===== src/rtl/bmu_pkg.sv =====
package bmu_pkg;

  typedef enum logic [2:0] {
    OP_NONE = 3'd0,
    OP_CLZ  = 3'd1,
    OP_CLO  = 3'd2,
    OP_EXT  = 3'd3,
    OP_INS  = 3'd4,
    OP_WSBH = 3'd5,
    OP_SEB  = 3'd6,
    OP_SEH  = 3'd7
  } bmu_op_e;

  localparam logic [5:0] FN_CLZ  = 6'h20;
  localparam logic [5:0] FN_CLO  = 6'h21;
  localparam logic [5:0] FN_EXT  = 6'h00;
  localparam logic [5:0] FN_INS  = 6'h04;
  localparam logic [5:0] FN_SHUF = 6'h20;

  localparam logic [4:0] SH_WSBH = 5'h02;
  localparam logic [4:0] SH_SEB  = 5'h10;
  localparam logic [4:0] SH_SEH  = 5'h18;

endpackage


===== src/rtl/bmu_decode.sv =====
module bmu_decode
  import bmu_pkg::*;
(
  input  logic       grp_i,
  input  logic [5:0] fn_i,
  input  logic [4:0] sel_i,
  output bmu_op_e    op_o
);

  localparam int NOPS = 7;

  logic [NOPS-1:0] hit;

  always_comb begin
    hit[0] = !grp_i && (fn_i == FN_CLZ);
    hit[1] = !grp_i && (fn_i == FN_CLO);
    hit[2] =  grp_i && (fn_i == FN_EXT);
    hit[3] =  grp_i && (fn_i == FN_INS);
    hit[4] =  grp_i && (fn_i == FN_SHUF) && (sel_i == SH_WSBH);
    hit[5] =  grp_i && (fn_i == FN_SHUF) && (sel_i == SH_SEB);
    hit[6] =  grp_i && (fn_i == FN_SHUF) && (sel_i == SH_SEH);
  end

  always_comb begin
    op_o = OP_NONE;
    unique case (1'b1)
      hit[0]:  op_o = OP_CLZ;
      hit[1]:  op_o = OP_CLO;
      hit[2]:  op_o = OP_EXT;
      hit[3]:  op_o = OP_INS;
      hit[4]:  op_o = OP_WSBH;
      hit[5]:  op_o = OP_SEB;
      hit[6]:  op_o = OP_SEH;
      default: op_o = OP_NONE;
    endcase
  end


  always_comb begin
    dec_onehot_chk: assert ($onehot0(hit))
      else $error("encodings overlap: %b", hit);
  end

endmodule


===== src/rtl/bmu_lead_count.sv =====
module bmu_lead_count #(
  parameter int DW = 32
) (
  input  logic [DW-1:0] vec_i,
  input  logic          ones_i,
  output logic [DW-1:0] cnt_o
);

  localparam int CW = $clog2(DW + 1);

  logic [DW-1:0] scan;
  logic [CW-1:0] cnt;

  function automatic logic [CW-1:0] lead_zeros(input logic [DW-1:0] v);
    logic [CW-1:0] n;
    logic          seen;
    n    = '0;
    seen = 1'b0;
    for (int i = DW - 1; i >= 0; i--) begin
      if (v[i]) seen = 1'b1;
      if (!seen) n = n + 1'b1;
    end
    return n;
  endfunction

  assign scan  = ones_i ? ~vec_i : vec_i;
  assign cnt   = lead_zeros(scan);
  assign cnt_o = DW'(cnt);


  always_comb begin
    if (int'(cnt) < DW) begin
      lead_stop_chk: assert ((scan >> (DW - 1 - int'(cnt))) == DW'(1))
        else $error("leading count %0d does not stop at first set bit", cnt);
    end
  end


  always_comb begin
    lead_full_chk: assert ((int'(cnt) == DW) == (scan == '0))
      else $error("leading count %0d inconsistent with empty scan", cnt);
  end

endmodule


===== src/rtl/bmu_field.sv =====
module bmu_field #(
  parameter int DW = 32
) (
  input  logic [DW-1:0]         rs_i,
  input  logic [DW-1:0]         rt_i,
  input  logic [$clog2(DW)-1:0] hi_i,
  input  logic [$clog2(DW)-1:0] lo_i,
  input  logic                  ins_i,
  output logic [DW-1:0]         res_o,
  output logic                  bad_o
);

  localparam int FW = $clog2(DW);

  function automatic logic [DW-1:0] low_mask(input logic [FW:0] n);
    logic [DW:0] t;
    t = ({{DW{1'b0}}, 1'b1} << n) - 1'b1;
    return t[DW-1:0];
  endfunction

  logic [FW:0]   ext_top;
  logic [FW:0]   ext_len;
  logic          ext_bad;
  logic [DW-1:0] ext_val;

  logic [FW:0]   ins_len;
  logic          ins_bad;
  logic [DW-1:0] ins_msk;
  logic [DW-1:0] ins_val;

  always_comb begin
    ext_top = {1'b0, hi_i} + {1'b0, lo_i};
    ext_len = {1'b0, hi_i} + 1'b1;
    ext_bad = ext_top > (FW + 1)'(DW - 1);
    ext_val = (rs_i >> lo_i) & low_mask(ext_len);
  end

  always_comb begin
    ins_bad = lo_i > hi_i;
    ins_len = {1'b0, hi_i} - {1'b0, lo_i} + 1'b1;
    ins_msk = low_mask(ins_len) << lo_i;
    ins_val = (rt_i & ~ins_msk) | ((rs_i << lo_i) & ins_msk);
  end

  assign bad_o = ins_i ? ins_bad : ext_bad;
  assign res_o = ins_i ? ins_val : ext_val;


  always_comb begin
    if (!ins_i && !ext_bad && hi_i != FW'(DW - 1)) begin
      ext_zext_chk: assert ((res_o >> ext_len) == '0)
        else $error("extract leaves bits above field size %0d", ext_len);
    end
  end


  always_comb begin
    if (ins_i && !ins_bad) begin
      ins_field_chk: assert ((((res_o >> lo_i) ^ rs_i) & low_mask(ins_len)) == '0)
        else $error("insert field does not carry rs low bits");
    end
  end

endmodule


===== src/rtl/bmu_shuffle.sv =====
module bmu_shuffle
  import bmu_pkg::*;
#(
  parameter int DW = 32
) (
  input  logic [DW-1:0] rt_i,
  input  bmu_op_e       op_i,
  output logic [DW-1:0] res_o
);

  localparam int NHALF = DW / 16;

  logic [DW-1:0] swp;
  logic [DW-1:0] sxb;
  logic [DW-1:0] sxh;

  for (genvar h = 0; h < NHALF; h++) begin : g_half
    assign swp[16*h +: 16] = {rt_i[16*h +: 8], rt_i[16*h + 8 +: 8]};
  end

  assign sxb = {{(DW - 8){rt_i[7]}}, rt_i[7:0]};
  assign sxh = {{(DW - 16){rt_i[15]}}, rt_i[15:0]};

  always_comb begin
    case (op_i)
      OP_SEB:  res_o = sxb;
      OP_SEH:  res_o = sxh;
      default: res_o = swp;
    endcase
  end


  always_comb begin
    if (op_i == OP_SEB) begin
      seb_sign_chk: assert ($countones(res_o[DW-1:7]) == 0 ||
                            $countones(res_o[DW-1:7]) == DW - 7)
        else $error("byte sign extension not uniform");
    end
  end


  always_comb begin
    if (op_i == OP_SEH) begin
      seh_sign_chk: assert ($countones(res_o[DW-1:15]) == 0 ||
                            $countones(res_o[DW-1:15]) == DW - 15)
        else $error("halfword sign extension not uniform");
    end
  end

endmodule


===== src/rtl/bmu_core.sv =====
module bmu_core
  import bmu_pkg::*;
#(
  parameter int DW = 32
) (
  input  logic                  grp_i,
  input  logic [5:0]            fn_i,
  input  logic [$clog2(DW)-1:0] fhi_i,
  input  logic [$clog2(DW)-1:0] flo_i,
  input  logic [DW-1:0]         rs_i,
  input  logic [DW-1:0]         rt_i,
  output logic [DW-1:0]         res_o,
  output logic                  bad_o
);

  bmu_op_e       op;
  logic [DW-1:0] cnt_res;
  logic [DW-1:0] fld_res;
  logic          fld_bad;
  logic [DW-1:0] shf_res;
  logic          enc_bad;
  logic          geo_bad;

  bmu_decode u_dec (
    .grp_i (grp_i),
    .fn_i  (fn_i),
    .sel_i (flo_i),
    .op_o  (op)
  );

  bmu_lead_count #(.DW(DW)) u_cnt (
    .vec_i  (rs_i),
    .ones_i (op == OP_CLO),
    .cnt_o  (cnt_res)
  );

  bmu_field #(.DW(DW)) u_fld (
    .rs_i  (rs_i),
    .rt_i  (rt_i),
    .hi_i  (fhi_i),
    .lo_i  (flo_i),
    .ins_i (op == OP_INS),
    .res_o (fld_res),
    .bad_o (fld_bad)
  );

  bmu_shuffle #(.DW(DW)) u_shf (
    .rt_i  (rt_i),
    .op_i  (op),
    .res_o (shf_res)
  );

  assign enc_bad = (op == OP_NONE);
  assign geo_bad = (op == OP_EXT || op == OP_INS) && fld_bad;
  assign bad_o   = enc_bad || geo_bad;

  always_comb begin
    res_o = '0;
    if (!bad_o) begin
      case (op)
        OP_CLZ, OP_CLO:         res_o = cnt_res;
        OP_EXT, OP_INS:         res_o = fld_res;
        OP_WSBH, OP_SEB, OP_SEH: res_o = shf_res;
        default:                res_o = '0;
      endcase
    end
  end


  always_comb begin
    if (enc_bad || fld_bad && (op == OP_EXT || op == OP_INS)) begin
      bad_zero_chk: assert (res_o == '0 && bad_o)
        else $error("invalid operation produced nonzero result %h", res_o);
    end
  end


  always_comb begin
    if (op == OP_WSBH) begin
      wsbh_perm_chk: assert ($countones(res_o) == $countones(rt_i))
        else $error("byte swap changed population count");
    end
  end

endmodule


===== config.mk =====
export PLATFORM = sky130hd
export DESIGN_NAME = bmu_core
export DESIGN_NICKNAME = d
export VERILOG_FILES = /design/src/rtl/bmu_pkg.sv /design/src/rtl/bmu_decode.sv /design/src/rtl/bmu_lead_count.sv /design/src/rtl/bmu_field.sv /design/src/rtl/bmu_shuffle.sv /design/src/rtl/bmu_core.sv
export SDC_FILE = /design/constraint.sdc
export NUM_CORES = 1
export LEC_CHECK = 0
export ABC_CLOCK_PERIOD_IN_PS = 21200
export CAP_MARGIN = 20
export CELL_PAD_IN_SITES_DETAIL_PLACEMENT = 1
export CELL_PAD_IN_SITES_GLOBAL_PLACEMENT = 2
export CORE_ASPECT_RATIO = 1.2
export CORE_MARGIN = 2
export CORE_UTILIZATION = 39
export DETAILED_ROUTE_END_ITERATION = 10
export DONT_BUFFER_PORTS = 1
export PLACE_DENSITY = 0.89
export SLEW_MARGIN = 15
export SYNTH_ARGS = -nofsm -noshare
export SYNTH_HDL_FRONTEND = slang
export SYNTH_HIERARCHICAL = 1
export SYNTH_SLANG_ARGS = --single-unit

===== constraint.sdc =====
create_clock -name vclk -period 21.2
set_clock_uncertainty 0.1 [all_clocks]
set_input_delay 1.06 -clock vclk [all_inputs]
set_output_delay 1.06 -clock vclk [all_outputs]
set_load 0.1 [all_outputs]

Word level (Yosys, flattened, before mapping)
Cells that the tools add are included.
{ "word_totals": {"ff_bits": 0, "output_inout_bits": 33} }
{ "classes": {"n_addsub": 37, "n_shift": 5, "magnitude_cmp": 2, "reduce_logical": 17, "n_eq_ne": 13, "n_bitwise": 6, "muxes": 71} }
{ "op_table": {"columns": ["operator", "count"], "rows": [
  ["6-bit by 1-bit adder with 6-bit output, second input constant", 31],
  ["6-bit 2-to-1 mux", 31],
  ["32-bit bitwise AND", 3],
  ["32-bit 2-to-1 mux", 3],
  ["32-bit one-hot mux with 3 select lines", 1],
  ["32-bit NOT", 2],
  ["32-bit one-hot mux with 2 select lines", 1],
  ["1-bit by 6-bit << shifter with 32-bit output, first input constant", 2],
  ["32-bit by 5-bit << shifter with 32-bit output", 2],
  ["32-bit by 1-bit subtractor with 32-bit output, second input constant", 2],
  ["1-bit 2-to-1 mux", 34],
  ["32-bit OR", 1],
  ["32-bit by 5-bit right shift with 32-bit output", 1],
  ["3-bit one-hot mux with 7 select lines", 1],
  ["3-bit == test, second input constant", 4],
  ["6-bit == test, second input constant", 2],
  ["5-bit == test, second input constant", 2],
  ["1-bit logical AND", 9],
  ["5-bit by 1-bit adder with 6-bit output, second input constant", 1],
  ["5-bit by 5-bit adder with 6-bit output", 1],
  ["3-bit by 2-bit == test with 1-bit output, second input constant", 2],
  ["6-bit by 3-bit == test with 1-bit output, second input constant", 1],
  ["6-bit by 5-bit > comparator with 1-bit output, second input constant", 1],
  ["6-bit logical NOT", 1],
  ["10 further kinds", 12]
]} }

Longest topological paths before layout
{ "depth": {"depth_word": 72, "depth_mapped": 88, "mapped_depth_nobuf": 83} }

By module
The synthesis kept the hierarchy.
{ "by_module_without_submodules": {"columns": ["module", "area_each_um2", "seq_area_each_um2", "cells_each", "instances"], "rows": [
  ["bmu_field", 8064.0, 0.0, 1235, 1],
  ["bmu_lead_count", 5118.7, 0.0, 732, 1],
  ["bmu_core", 1899.3, 0.0, 242, 1],
  ["bmu_shuffle", 549.3, 0.0, 78, 1],
  ["bmu_decode", 120.1, 0.0, 20, 1]
]} }

Worst setup path after synthesis
No wires, ideal clock.
{ "synth_timing": {"kind": "in2out", "start": "input port fn_i[1]", "end": "output port res_o[4]", "path_buffers": 6, "slack_ns": 2.665, "arrival_time_ns": 17.375, "cell_stages": 81, "path_cell_list": "or4_1 > a21boi_1 > buf_4 > buf_4 > buf_4 > nor3b_1 > buf_6 > buf_4 > buf_4 > nand2_1 > o22ai_1 > ha_1 > a21oi_1 > nor2_1 > ha_1 > xnor2_1 > nor4_1 > a31oi_1 > [... 45 more ...] > a21oi_1 > ha_1 > nand2_1 > nand2_1 > ha_1 > mux2i_1 > o21ai_0 > ha_1 > nand2_1 > o21ai_0 > nand3_1 > a21oi_1 > o21ai_0 > xor2_1 > xnor2_1 > mux2_2 > a32oi_1 > a211oi_1"} }
{ "synth_between": {"elab_chain_cells": 72} }
{ "synth_lines": {"columns": ["item", "line_no", "text"], "rows": [
  ["start: declaration", "bmu_core.sv:7", "input logic [5:0] fn_i,"],
  ["6-bit == test", null, null],
  ["1-bit logical AND", "bmu_decode.sv:19, bmu_decode.sv:20, bmu_decode.sv:21", null],
  ["1-bit logical AND, on equally long branches", "bmu_decode.sv:21, bmu_decode.sv:19, bmu_decode.sv:20", null],
  ["3-bit one-hot mux with 7 select lines *", "bmu_decode.sv:26", "unique case (1'b1)"],
  ["named net op[1]", "bmu_core.sv:16", "bmu_op_e op;"],
  ["3-bit by 2-bit == test with 1-bit output *", "bmu_core.sv:33", ".ones_i (op == OP_CLO),"],
  ["32-bit 2-to-1 mux *", "bmu_lead_count.sv:26", "assign scan = ones_i ? ~vec_i : vec_i;"],
  ["1-bit 2-to-1 mux", "bmu_lead_count.sv:20", "if (v[i]) seen = 1'b1;"],
  ["[... 58 more ...]", null, null],
  ["6-bit 2-to-1 mux", "bmu_lead_count.sv:21", "if (!seen) n = n + 1'b1;"],
  ["6-bit by 1-bit adder with 6-bit output", "bmu_lead_count.sv:21", null],
  ["6-bit 2-to-1 mux", "bmu_lead_count.sv:21", null],
  ["6-bit by 1-bit adder with 6-bit output", "bmu_lead_count.sv:21", null],
  ["6-bit 2-to-1 mux *", "bmu_lead_count.sv:21", null],
  ["named net cnt_res[4]", "bmu_core.sv:17", "logic [DW-1:0] cnt_res;"],
  ["32-bit one-hot mux with 3 select lines *", "bmu_core.sv:60", "case (op)"],
  ["32-bit 2-to-1 mux *", "bmu_core.sv:59", "if (!bad_o) begin"],
  ["end: declaration", "bmu_core.sv:12", "output logic [DW-1:0] res_o,"]
]} }
Mark *: on every way through the listed nets, which the timed path passes. The rest lies on a longest branch.

Worst setup path in the final report
Same ends and word-level chain as after synthesis.

==> impl_metrics.csv <==
group,metric,value,unit
place,dp_hpwl,52200,microns
clocking,cts-resized-gates,0,
sta,tightest_slew,1.16,ns
route,firstDrtPassIters,7,
power,p_per_area,27.0,nW/um^2
sta,hold_violations,0,
sta,rsz0062_at_grt,"no",
route,wl_per_cell,25.7,microns
logic_synthesis,avgSynthCellArea,6.83,sq um
global_route,grt_pass1_vias,18200,
worst_setup_path,cpMostUsedCell,"ha_1",
worst_setup_path,critPathRequiredTime,20.04,ns
finish,area_delta_synth_final,1.97,%
die,floorplan.initialDensity,0.395,
logic_synthesis,ys_seq_area_frac,0,
place,port-buffer-count,0,
min_path,whs_path_depth,5,
logic_synthesis,synth.cell_area,15800,sq um
logic_synthesis,synth.most_common_cell,"nor2_1",
route,routed_wl,68700,microns
die,rows,80,
outcome,outcome,"finished, final reports clean",
finish,register_area,0,sq um
finish,finish.utilization,0.403,
job,drv_cap,0,
sta,slew-limit-headroom,0.222,
logic_synthesis,synth_area_leaders,"mux2i_1, nor2_1, a21oi_1",
worst_setup_path,crit_family,"compound AO/OA/AOI/OAI gates",
place,placed_cell_area,16100,sq um
sta,finalCritPeriodShare,0.904,
die,die_area,42000,sq um
worst_setup_path,crit_path_start_kind,"primary input",
die,die-height,224,microns
logic_synthesis,synth.distinct_cells,122,
sta,fin_crit,19.16,ns
route,initialDrtViolationCount,1569,
global_route,grt_antenna_before_repair,0,
clocking,postCtsSetupBuffers,0,
global_route,grt_overflow,0,
min_path,hold_path.startpoint,"rt_i[10]",
sta,maxSlewViolCount,0,
logic_synthesis,yosysTopAreaCellShare,0.0820,
route,vias,18300,
worst_setup_path,endpoint_kind,"output port",
logic_synthesis,ys_top_cells_by_count,"nor2_1, nand2_1, a21oi_1",
worst_setup_path,path_buf_inv,5,
finish,drive_above_1_share,0.111,
route,ant_nets,0,
global_route,grt_max_degree,135,
sta,max_freq,52.2,MHz
route,drt_drc_violations_left,0,
finish,clkbuf_count,0,
global_route,grt_pass1_wl,106000,microns
place,gp_congestion,1.05,
global_route,grt_usage,0.310,
worst_setup_path,cp.arrival,18.00,ns
die,die_width,187,microns
worst_setup_path,crit_type,"primary input to output port",
finish,final_nets,2271,
logic_synthesis,syn_inst,2307,
sta,setup_tns,0,ns
finish,seq_cell_count,0,
min_path,hold_path_class,"primary input to output port",
logic_synthesis,synth_top_area_cell,"mux2i_1",
min_path,hold-path-endpoint,"res_o[10]",
die,num_io_pins,114,
worst_setup_path,worst_path_largest_cell_delay,0.64,ns
worst_setup_path,slowest_stage,"nor3b_2",
route,vias_per_cell,6.85,
die,core,39800,sq um
clocking,ctsHoldBuffers,0,
logic_synthesis,ys.warnings.count,6,
worst_setup_path,cp_max_fo,43,
sta,finalSetupViolations,0,
finish,final_design_area_no_fill,16100,sq um
power,leakage,5.51,nW
power,irDropWorstVdd,0.0217,mV
[layer usage]
| layer | track usage | up-vias | part of all wire |
|---|---|---|---|
| met3 | 0.0385 | 162 | 0.069 |
| met2 | 0.542 | 761 | 0.48 |
| met5 | 0 | - | 0 |
| met1 | 0.381 | 9042 | 0.40 |
| met4 | 0.137 | 0 | 0.050 |
| li1 | - | 8342 | - |
[cells in the final DEF (no fill, tap or decap), types with 13 or more instances in the layout]
master,n
xor2_1,25
nand3_1,67
xnor2_1,52
a22oi_1,13
o31ai_1,18
nand3b_1,72
inv_1,50
buf_4,27
conb_1,27
nand4_1,23
a21o_1,43
nand2b_1,32
a211oi_1,28
nor2_1,249
mux2_2,56
nor3_1,65
and2_1,17
nand2_1,185
a31oi_1,37
a211oi_4,33
mux4_2,27
and3_1,21
a32oi_1,37
or3_1,24
a21oi_1,171
ha_1,48
nor4_1,15
o21ai_0,140
or2_2,13
o211ai_1,39
o22ai_1,30
nor2b_1,20
a221oi_1,14
mux2i_1,129
[stage by stage]
stage,cells,worst slack (ns),hold slack [ns],power (W)
2_1_floorplan,2332,2.67,2.74,0.000315
5_1_grt,2671,0.743,2.70,0.000459
6_report,2672,2.04,2.64,0.000434
4_1_cts,2671,2.18,2.64,0.000418
3_5_place_dp,2671,2.21,2.64,0.000416
3_3_place_gp,2671,3.24,2.62,0.000408
[worst min-delay path, stage by stage]
cell and delay [ns]:
o21ai_0 0.05, a31oi_1 0.12, nand3b_1 0.08, a21o_1 0.15
a211oi_4 0.21
[final cells by class]
| type | count | area, sq um |
|---|---|---|
| Fill cell | 5178 | 23800 |
| Timing Repair Buffer | 27 | 203 |
| Inverter | 55 | 206 |
| Antenna cell | 1 | 2.50 |
| Tap cell | 533 | 667 |
| Multi-Input combinational cell | 2056 | 15000 |
[power breakdown]
| part | leakage [nW] | internal (W) | total [W] | switching [W] |
|---|---|---|---|---|
| logic | 5.51 | 0.000150 | 0.000434 | 0.000284 |
| registers | 0 | 0 | 0 | 0 |
| clock network | 0.00000634 | 0.00000000000659 | 0.00000000000660 | 0 |
[how the worst max path moves through the flow]
stage	start	slack, ns	depth (start not counted)	to
floorplan	fn_i[1]	2.67	81	res_o[4]
global placement	fn_i[1]	3.24	80	res_o[4]
detailed placement	fn_i[1]	2.21	84	res_o[4]
CTS	fn_i[1]	2.18	84	res_o[4]
global route	fn_i[1]	0.74	78	res_o[4]
finish	fn_i[1]	2.04	84	res_o[4]
[logic make-up after synthesis]
kind of cell / count (synthesis) / share of synthesized area
and+or+nand+nor: 859 / 0.275
AOI/OAI and AO/OA: 790 / 0.346
buffers and inverters: 276 / 0.0836
muxes: 223 / 0.172
xor gates and xnor gates: 106 / 0.0817
adders and majority gates: 51 / 0.0413
other: 2 / 0.000477
(Power assumes the default switching activity.)
